File: src/rtl/twin_read_pkg.sv
// Shared definitions for the dual-read single-write memory.
// Assumes exactly two read ports; the severity code is ordered so that a
// numerically larger value is the more serious condition.
package twin_read_pkg;

    localparam int NUM_RD = 2;

    typedef enum logic [1:0] {
        SEV_ALLOWED   = 2'b00,
        SEV_WARNING   = 2'b01,
        SEV_FORBIDDEN = 2'b10
    } sev_t;

    // Pick the more serious of two severity codes.
    function automatic sev_t sev_worst(input sev_t a, input sev_t b);
        return (a > b) ? a : b;
    endfunction

endpackage

File: src/rtl/twin_read_array.sv
// Storage array: one synchronous write port and NUM_RD combinational read
// taps. The read taps are registered by the port logic downstream.
// Assumes the caller blocks writes while bypass is active.
module twin_read_array #(
    parameter int ADDR_W = 4,
    parameter int DATA_W = 8,
    parameter int NRD    = 2
) (
    input  logic              clk,
    input  logic              wr_go,
    input  logic [ADDR_W-1:0] wr_addr,
    input  logic [DATA_W-1:0] wr_data,
    input  logic [ADDR_W-1:0] tap_addr [NRD],
    output logic [DATA_W-1:0] tap_data [NRD]
);
    localparam int DEPTH = 1 << ADDR_W;

    logic [DATA_W-1:0] cells [DEPTH];

    // Commit the write word at the clock edge.
    always_ff @(posedge clk) begin
        if (wr_go) begin
            cells[wr_addr] <= wr_data;
        end
    end

    // One combinational tap per read port.
    for (genvar p = 0; p < NRD; p++) begin : g_tap
        assign tap_data[p] = cells[tap_addr[p]];
    end

endmodule

File: src/rtl/twin_read_word_state.sv
// Per-word validity bookkeeping: a written bit and a lost bit per word.
// A bypass cycle marks every word lost and unwritten. A normal write marks
// its word written and not lost. Reset leaves every word unwritten, not lost.
module twin_read_word_state #(
    parameter int ADDR_W = 4
) (
    input  logic                     clk,
    input  logic                     rst_n,
    input  logic                     bypass,
    input  logic                     wr_en,
    input  logic [ADDR_W-1:0]        wr_addr,
    output logic [(1<<ADDR_W)-1:0]   word_ok,
    output logic [(1<<ADDR_W)-1:0]   word_lost
);
    localparam int DEPTH = 1 << ADDR_W;

    // Update the validity and loss maps.
    always_ff @(posedge clk) begin
        if (!rst_n) begin
            word_ok   <= '0;
            word_lost <= '0;
        end else if (bypass) begin
            word_ok   <= '0;
            word_lost <= {DEPTH{1'b1}};
        end else if (wr_en) begin
            word_ok[wr_addr]   <= 1'b1;
            word_lost[wr_addr] <= 1'b0;
        end
    end

    AST_BYPASS_WIPES: assert property (@(posedge clk) disable iff (!rst_n)
        bypass |=> (word_ok == '0) && (word_lost == {DEPTH{1'b1}}));

    AST_WRITE_MARKS_OK: assert property (@(posedge clk) disable iff (!rst_n)
        (!bypass && wr_en) |=> word_ok[$past(wr_addr)] && !word_lost[$past(wr_addr)]);

endmodule

File: src/rtl/twin_read_port.sv
// One registered read port. It detects a same-address write in the same
// cycle, decides the valid flag and returns this port's severity
// contribution. In bypass it forwards the write data.
// Assumes the array tap shows pre-write contents during the cycle.
module twin_read_port
    import twin_read_pkg::*;
#(
    parameter int ADDR_W = 4,
    parameter int DATA_W = 8
) (
    input  logic                     clk,
    input  logic                     rst_n,
    input  logic                     bypass,
    input  logic                     wr_en,
    input  logic [ADDR_W-1:0]        wr_addr,
    input  logic [DATA_W-1:0]        wr_data,
    input  logic                     rd_en,
    input  logic [ADDR_W-1:0]        rd_addr,
    input  logic [DATA_W-1:0]        tap_data,
    input  logic [(1<<ADDR_W)-1:0]   word_ok,
    input  logic [(1<<ADDR_W)-1:0]   word_lost,
    output logic [DATA_W-1:0]        rd_data,
    output logic                     rd_valid,
    output sev_t                     port_sev
);
    logic clash;
    logic hit_ok;
    logic hit_lost;

    // Same-cycle write/read address match and word state lookup.
    always_comb begin
        clash    = wr_en && rd_en && (wr_addr == rd_addr);
        hit_ok   = word_ok[rd_addr];
        hit_lost = word_lost[rd_addr];
    end

    // Severity contribution of this port for the current request.
    always_comb begin
        if (bypass || !rd_en) begin
            port_sev = SEV_ALLOWED;
        end else if (clash || hit_lost) begin
            port_sev = SEV_FORBIDDEN;
        end else if (!hit_ok) begin
            port_sev = SEV_WARNING;
        end else begin
            port_sev = SEV_ALLOWED;
        end
    end

    // Output data and valid registers.
    always_ff @(posedge clk) begin
        if (!rst_n) begin
            rd_data  <= '0;
            rd_valid <= 1'b0;
        end else if (bypass) begin
            rd_data  <= wr_data;
            rd_valid <= 1'b1;
        end else if (rd_en) begin
            rd_data  <= clash ? '0 : tap_data;
            rd_valid <= hit_ok && !clash;
        end else begin
            rd_valid <= 1'b0;
        end
    end

    AST_CLASH_INVALID: assert property (@(posedge clk) disable iff (!rst_n)
        (!bypass && wr_en && rd_en && wr_addr == rd_addr) |=> !rd_valid && (rd_data == '0));

    AST_BYPASS_FORWARD: assert property (@(posedge clk) disable iff (!rst_n)
        bypass |=> rd_valid && (rd_data == $past(wr_data)));

    AST_IDLE_INVALID: assert property (@(posedge clk) disable iff (!rst_n)
        (!bypass && !rd_en) |=> !rd_valid);

endmodule

File: src/rtl/twin_read_ram.sv
// Top: dual-read single-write memory with collision, bypass and severity
// reporting. All results are registered one cycle after the request.
// Assumes a synchronous active-low reset held for at least one clock edge.
module twin_read_ram
    import twin_read_pkg::*;
#(
    parameter int ADDR_W = 4,
    parameter int DATA_W = 8
) (
    input  logic              clk,
    input  logic              rst_n,
    input  logic              bypass,
    input  logic              wr_en,
    input  logic [ADDR_W-1:0] wr_addr,
    input  logic [DATA_W-1:0] wr_data,
    input  logic              rd0_en,
    input  logic [ADDR_W-1:0] rd0_addr,
    output logic [DATA_W-1:0] rd0_data,
    output logic              rd0_valid,
    input  logic              rd1_en,
    input  logic [ADDR_W-1:0] rd1_addr,
    output logic [DATA_W-1:0] rd1_data,
    output logic              rd1_valid,
    output logic [1:0]        severity
);
    localparam int DEPTH = 1 << ADDR_W;

    logic              p_en    [NUM_RD];
    logic [ADDR_W-1:0] p_addr  [NUM_RD];
    logic [DATA_W-1:0] p_tap   [NUM_RD];
    logic [DATA_W-1:0] p_data  [NUM_RD];
    logic              p_valid [NUM_RD];
    sev_t              p_sev   [NUM_RD];
    logic [DEPTH-1:0]  word_ok;
    logic [DEPTH-1:0]  word_lost;
    sev_t              sev_next;
    sev_t              sev_q;

    // Gather the flat port pins into per-port arrays.
    always_comb begin
        p_en[0]   = rd0_en;
        p_addr[0] = rd0_addr;
        p_en[1]   = rd1_en;
        p_addr[1] = rd1_addr;
    end

    twin_read_array #(
        .ADDR_W (ADDR_W),
        .DATA_W (DATA_W),
        .NRD    (NUM_RD)
    ) u_array (
        .clk      (clk),
        .wr_go    (wr_en && !bypass),
        .wr_addr  (wr_addr),
        .wr_data  (wr_data),
        .tap_addr (p_addr),
        .tap_data (p_tap)
    );

    twin_read_word_state #(
        .ADDR_W (ADDR_W)
    ) u_state (
        .clk       (clk),
        .rst_n     (rst_n),
        .bypass    (bypass),
        .wr_en     (wr_en),
        .wr_addr   (wr_addr),
        .word_ok   (word_ok),
        .word_lost (word_lost)
    );

    for (genvar p = 0; p < NUM_RD; p++) begin : g_port
        twin_read_port #(
            .ADDR_W (ADDR_W),
            .DATA_W (DATA_W)
        ) u_port (
            .clk       (clk),
            .rst_n     (rst_n),
            .bypass    (bypass),
            .wr_en     (wr_en),
            .wr_addr   (wr_addr),
            .wr_data   (wr_data),
            .rd_en     (p_en[p]),
            .rd_addr   (p_addr[p]),
            .tap_data  (p_tap[p]),
            .word_ok   (word_ok),
            .word_lost (word_lost),
            .rd_data   (p_data[p]),
            .rd_valid  (p_valid[p]),
            .port_sev  (p_sev[p])
        );
    end

    // Rank the port contributions: the most serious one wins.
    always_comb begin
        sev_next = SEV_ALLOWED;
        for (int p = 0; p < NUM_RD; p++) begin
            sev_next = sev_worst(sev_next, p_sev[p]);
        end
    end

    // Register the severity alongside the read data.
    always_ff @(posedge clk) begin
        if (!rst_n) begin
            sev_q <= SEV_ALLOWED;
        end else begin
            sev_q <= sev_next;
        end
    end

    assign rd0_data  = p_data[0];
    assign rd0_valid = p_valid[0];
    assign rd1_data  = p_data[1];
    assign rd1_valid = p_valid[1];
    assign severity  = sev_q;

    AST_CLASH_FORBIDDEN: assert property (@(posedge clk) disable iff (!rst_n)
        (!bypass && wr_en && ((rd0_en && rd0_addr == wr_addr) || (rd1_en && rd1_addr == wr_addr)))
        |=> severity == 2'b10);

    AST_BYPASS_ALLOWED: assert property (@(posedge clk) disable iff (!rst_n)
        bypass |=> severity == 2'b00);

    AST_LOST_FORBIDDEN: assert property (@(posedge clk) disable iff (!rst_n)
        (!bypass && rd0_en && word_lost[rd0_addr]) |=> (severity == 2'b10) && !rd0_valid);

    AST_UNWRITTEN_FLAG: assert property (@(posedge clk) disable iff (!rst_n)
        (!bypass && rd1_en && !word_ok[rd1_addr]) |=> !rd1_valid && (severity != 2'b00));

endmodule

File: config.mk
export PLATFORM = sky130hd
export DESIGN_NAME = twin_read_ram
export DESIGN_NICKNAME = d
export VERILOG_FILES = /design/src/rtl/twin_read_pkg.sv /design/src/rtl/twin_read_array.sv /design/src/rtl/twin_read_word_state.sv /design/src/rtl/twin_read_port.sv /design/src/rtl/twin_read_ram.sv
export SDC_FILE = /design/constraint.sdc
export NUM_CORES = 1
export LEC_CHECK = 0
export ABC_AREA = 0
export BUFFER_PORTS_ARGS = -buffer_cell sky130_fd_sc_hd__buf_2
export CORE_MARGIN = 5
export CORE_UTILIZATION = 29
export DETAILED_ROUTE_END_ITERATION = 8
export PLACE_DENSITY = 0.51
export RECOVER_POWER = 100
export SLEW_MARGIN = 20
export SYNTH_ARGS = -nofsm -noshare
export SYNTH_HDL_FRONTEND = slang
export SYNTH_SLANG_ARGS = --single-unit
File: constraint.sdc
create_clock -name clk -period 2.9 [get_ports clk]
set_input_delay 0.29 -clock clk [delete_from_list [all_inputs] [get_ports clk]]
set_output_delay 0.29 -clock clk [all_outputs]
set_load 0.03 [all_outputs]
==> metrics.yaml <==
status: "finished with violations"
violations: "capacitance limit, slew limit"
grt_pass1_wl_um: 36500
dp_hpwl_um: 16400
min_path_cells: 3
drc: 0
drt-total-wl_um: 24600
synth_edf_count: 128
crit_type: "flop to flop"
maxCapViolations: 1
syn_area_per_cell_um2: 15.7
ys_dominant_reg_cell: "edfxtp_1"
ff2ff_path_depth: 10
rows: 63
p_leak_nw: 3.31
final.setup_skew_ps: 12.2
utilization_pct: 33.7
cts_tree: "built"
synth-seq-area-share_pct: 56.0
r2r_start: "u_state.word_ok[4]"
grtUsageTotal_pct: 14.7
r2r_setup_slack_ps: 360
cts-root-buf: "clkbuf_16"
finalHoldViolCount: 0
gr-total-overflow: 0
synthDistinctLibCells: 47
clkSinkCount: 180
port_buffers: 45
drive_above_1_share_pct: 20.3
grt_pass1_vias: 5664
critPathLaunchType: "flop"
core_um2: 29600
antenna_found_initial: 0
power_per_cell_area_nw_per_um2: 581
firstDrtPassIters: 5
syn_to_final_growth_pct: 14.5
finalWeightedCongestion: 0.817
vias: 5515
hp-class: "input port to flop"
fin_tns_setup_ps: 0
hold_start: "wr_addr[2]"
ios: 46
fin_crit_sh_pct: 87.4
ir_drop_uv: 365
tightest_slew_ps: 1700
fin_nets: 650
dieHeight_um: 183
postCtsHoldBufs: 0
dieArea_um2: 33600
postCtsResizedCells: 0
cts_setup_buffers: 0
cts_made_buffers: 17
netlist_instances: 557
use_met3_pct: 3.83
cp_cell_sequence: "mux4_1 > a22oi_1 > and3_1 > nand2b_4 > or3_1 > ha_1 > inv_1 > o22ai_1 > nand2b_1 > o32ai_1"
initial_core_util_pct: 29.4
die_w_um: 183
cp.arrival_ps: 2870
via_per_inst: 5.38
fmax_ghz: 0.394
finalSetupViolations: 0
maxSlewHeadroom_pct: -13.3
top_usage_layer: "met2"
clkTransAtPathRegs_ps: 80
critPathTopFamily: "simple AND/OR/NAND/NOR gates"
grt_max_degree: 37
ys_ff_latch: 180
crit_buf_inv: 1
required_ps: 3230
reg2reg_to: "severity[0]"
crit_slowest_cell: "mux4_1"
yosysWarningCount: 0
async_reset_ff_share_pct: 0
whs_ps: 297
endpoint_kind: "flop"
drtIter0Drc: 404
avgRoutedWirePerCell_um: 24.0
use_met2_pct: 24.4
rsz0062_at_grt: "false"
slew_violations: 37
period_minus_slack_ps: 2540
whs_endpoint: "u_state.word_ok[13]"
cpPeakStageDelay_ps: 480
insertion_delay_ps: 430
critPathMaxFanout: 3
synth_nets: 586
clockBufferDepth: 2
ant_nets: 0
syn-cell-area_um2: 8720
htree_levels: 4
use_met1_pct: 19.6
routing by layer:
metal | routed length (um) | vias to the layer above
li1 | - | 2349
met1 | 10800 | 2960
met2 | 12100 | 189
met3 | 1490 | 17
met4 | 219 | 0
met5 | 0 | -
flip-flops by register name, indices dropped and copies added, names as in the netlist:
| name | count |
|---|---|
| g_port.u_port.rd_data | 16 |
| severity | 2 |
| u_state.word_lost | 16 |
| u_array.cells | 128 |
| u_state.word_ok | 16 |
| g_port.u_port.rd_valid | 2 |
worst max-delay path by stage:
stage | slack (ps) | startpoint | end | cells past startpoint
after global placement | 140 | rd0_addr[0] | severity[0] | 12
after detailed placement | 90 | rd0_addr[0] | severity[0] | 12
after CTS | 380 | u_state.word_ok[1] | severity[0] | 10
final | 360 | u_state.word_ok[4] | severity[0] | 10
after global routing | 200 | rd1_addr[0] | severity[0] | 10
after floorplan | 410 | rd0_addr[0] | severity[0] | 12
metrics by stage:
step           setup WS (ps)  cell area (um^2)  total power, W  std cells
2_1_floorplan            414              8720         0.00331        557
3_3_place_gp             138              9500         0.00351        992
3_5_place_dp            93.4              9500         0.00351        992
4_1_cts                  382             10100         0.00585       1024
5_1_grt                  198              9980         0.00601       1024
6_report                 365              9980         0.00579       1025
cell type report:
class	instances	area [um^2]
fillers	2879	19700
flip-flops and latches	180	4880
multi-input cells	314	3500
well taps	390	488
clock buffers	17	425
repair buffers	86	415
clock inverters	15	184
inverters	22	82.6
diodes	1	2.50
worst register-to-register path: cells and delay by family (launching register included):
kind	cells	cell delay, ps
simple gates	4	730
fa+ha+maj	1	290
compound gates	3	540
flops	1	340
buf+inv	1	50
mux	1	480
synthesized netlist by cell type, drive strengths merged, types with 2 or more instances:
library cell / instances / area (um^2)
a31oi: 2 / 12.5
edfxtp: 128 / 3840
a21oi: 30 / 150
nand2: 40 / 150
a22o: 16 / 140
o21a: 2 / 15.0
and2b: 2 / 15.0
inv: 14 / 52.6
nor2b: 22 / 138
clkinv: 8 / 30.0
mux4: 96 / 2290
xor2: 3 / 26.3
and3: 2 / 13.8
nor2: 38 / 143
clkbuf: 24 / 93.8
a22oi: 4 / 35.0
buf: 17 / 154
xnor2: 5 / 43.8
dfxtp: 52 / 1040
o21ai: 19 / 98.8
o211ai: 2 / 15.0
ha: 3 / 37.5
nand2b: 3 / 26.3
nand3: 12 / 60.1
layout by cell type, fill, tap and decap left out, types with 2 or more instances in the layout:
master | netlist | final
edfxtp_1 | 128 | 128
mux4_2 | 63 | 63
clkbuf_1 | 23 | 56
dfxtp_1 | 52 | 52
nand2_1 | 40 | 40
nor2_1 | 38 | 38
mux4_1 | 33 | 33
a21oi_1 | 30 | 30
nor2b_1 | 22 | 22
clkbuf_16 | 0 | 17
o21ai_0 | 11 | 16
a22o_1 | 16 | 16
buf_4 | 0 | 15
inv_1 | 14 | 14
nand3_1 | 12 | 12
buf_2 | 4 | 12
clkinv_1 | 8 | 8
xnor2_1 | 5 | 5
inv_6 | 0 | 4
inv_8 | 0 | 4
xor2_1 | 3 | 3
a22oi_1 | 3 | 3
o21ai_1 | 7 | 3
ha_1 | 3 | 3
clkinv_8 | 0 | 3
and2b_1 | 2 | 2
o211ai_1 | 2 | 2
and3_1 | 1 | 2
a31oi_1 | 2 | 2
nand2b_1 | 2 | 2
o21a_1 | 2 | 2
clkinv_4 | 0 | 2
kinds of logic (layout without fill, tap and decap cells):
kind of cell    after synthesis  in the layout  synth area share, %
fa+ha+maj                     3              3                0.431
flops                       180            180                 56.0
other cells                   0              1                    0
mux                          96             96                 26.2
buf+inv                      63            140                 3.79
simple gates                128            128                 7.00
compound gates               79             79                 5.71
xor+xnor                      8              8                0.804
power breakdown:
| part | leakage [nW] | switching, W | internal, W |
|---|---|---|---|
| registers | 1.58 | 0.0000359 | 0.00281 |
| clock network | 0.295 | 0.00111 | 0.00124 |
| logic | 1.44 | 0.000347 | 0.000250 |
Power figures use the tool's default switching activity.
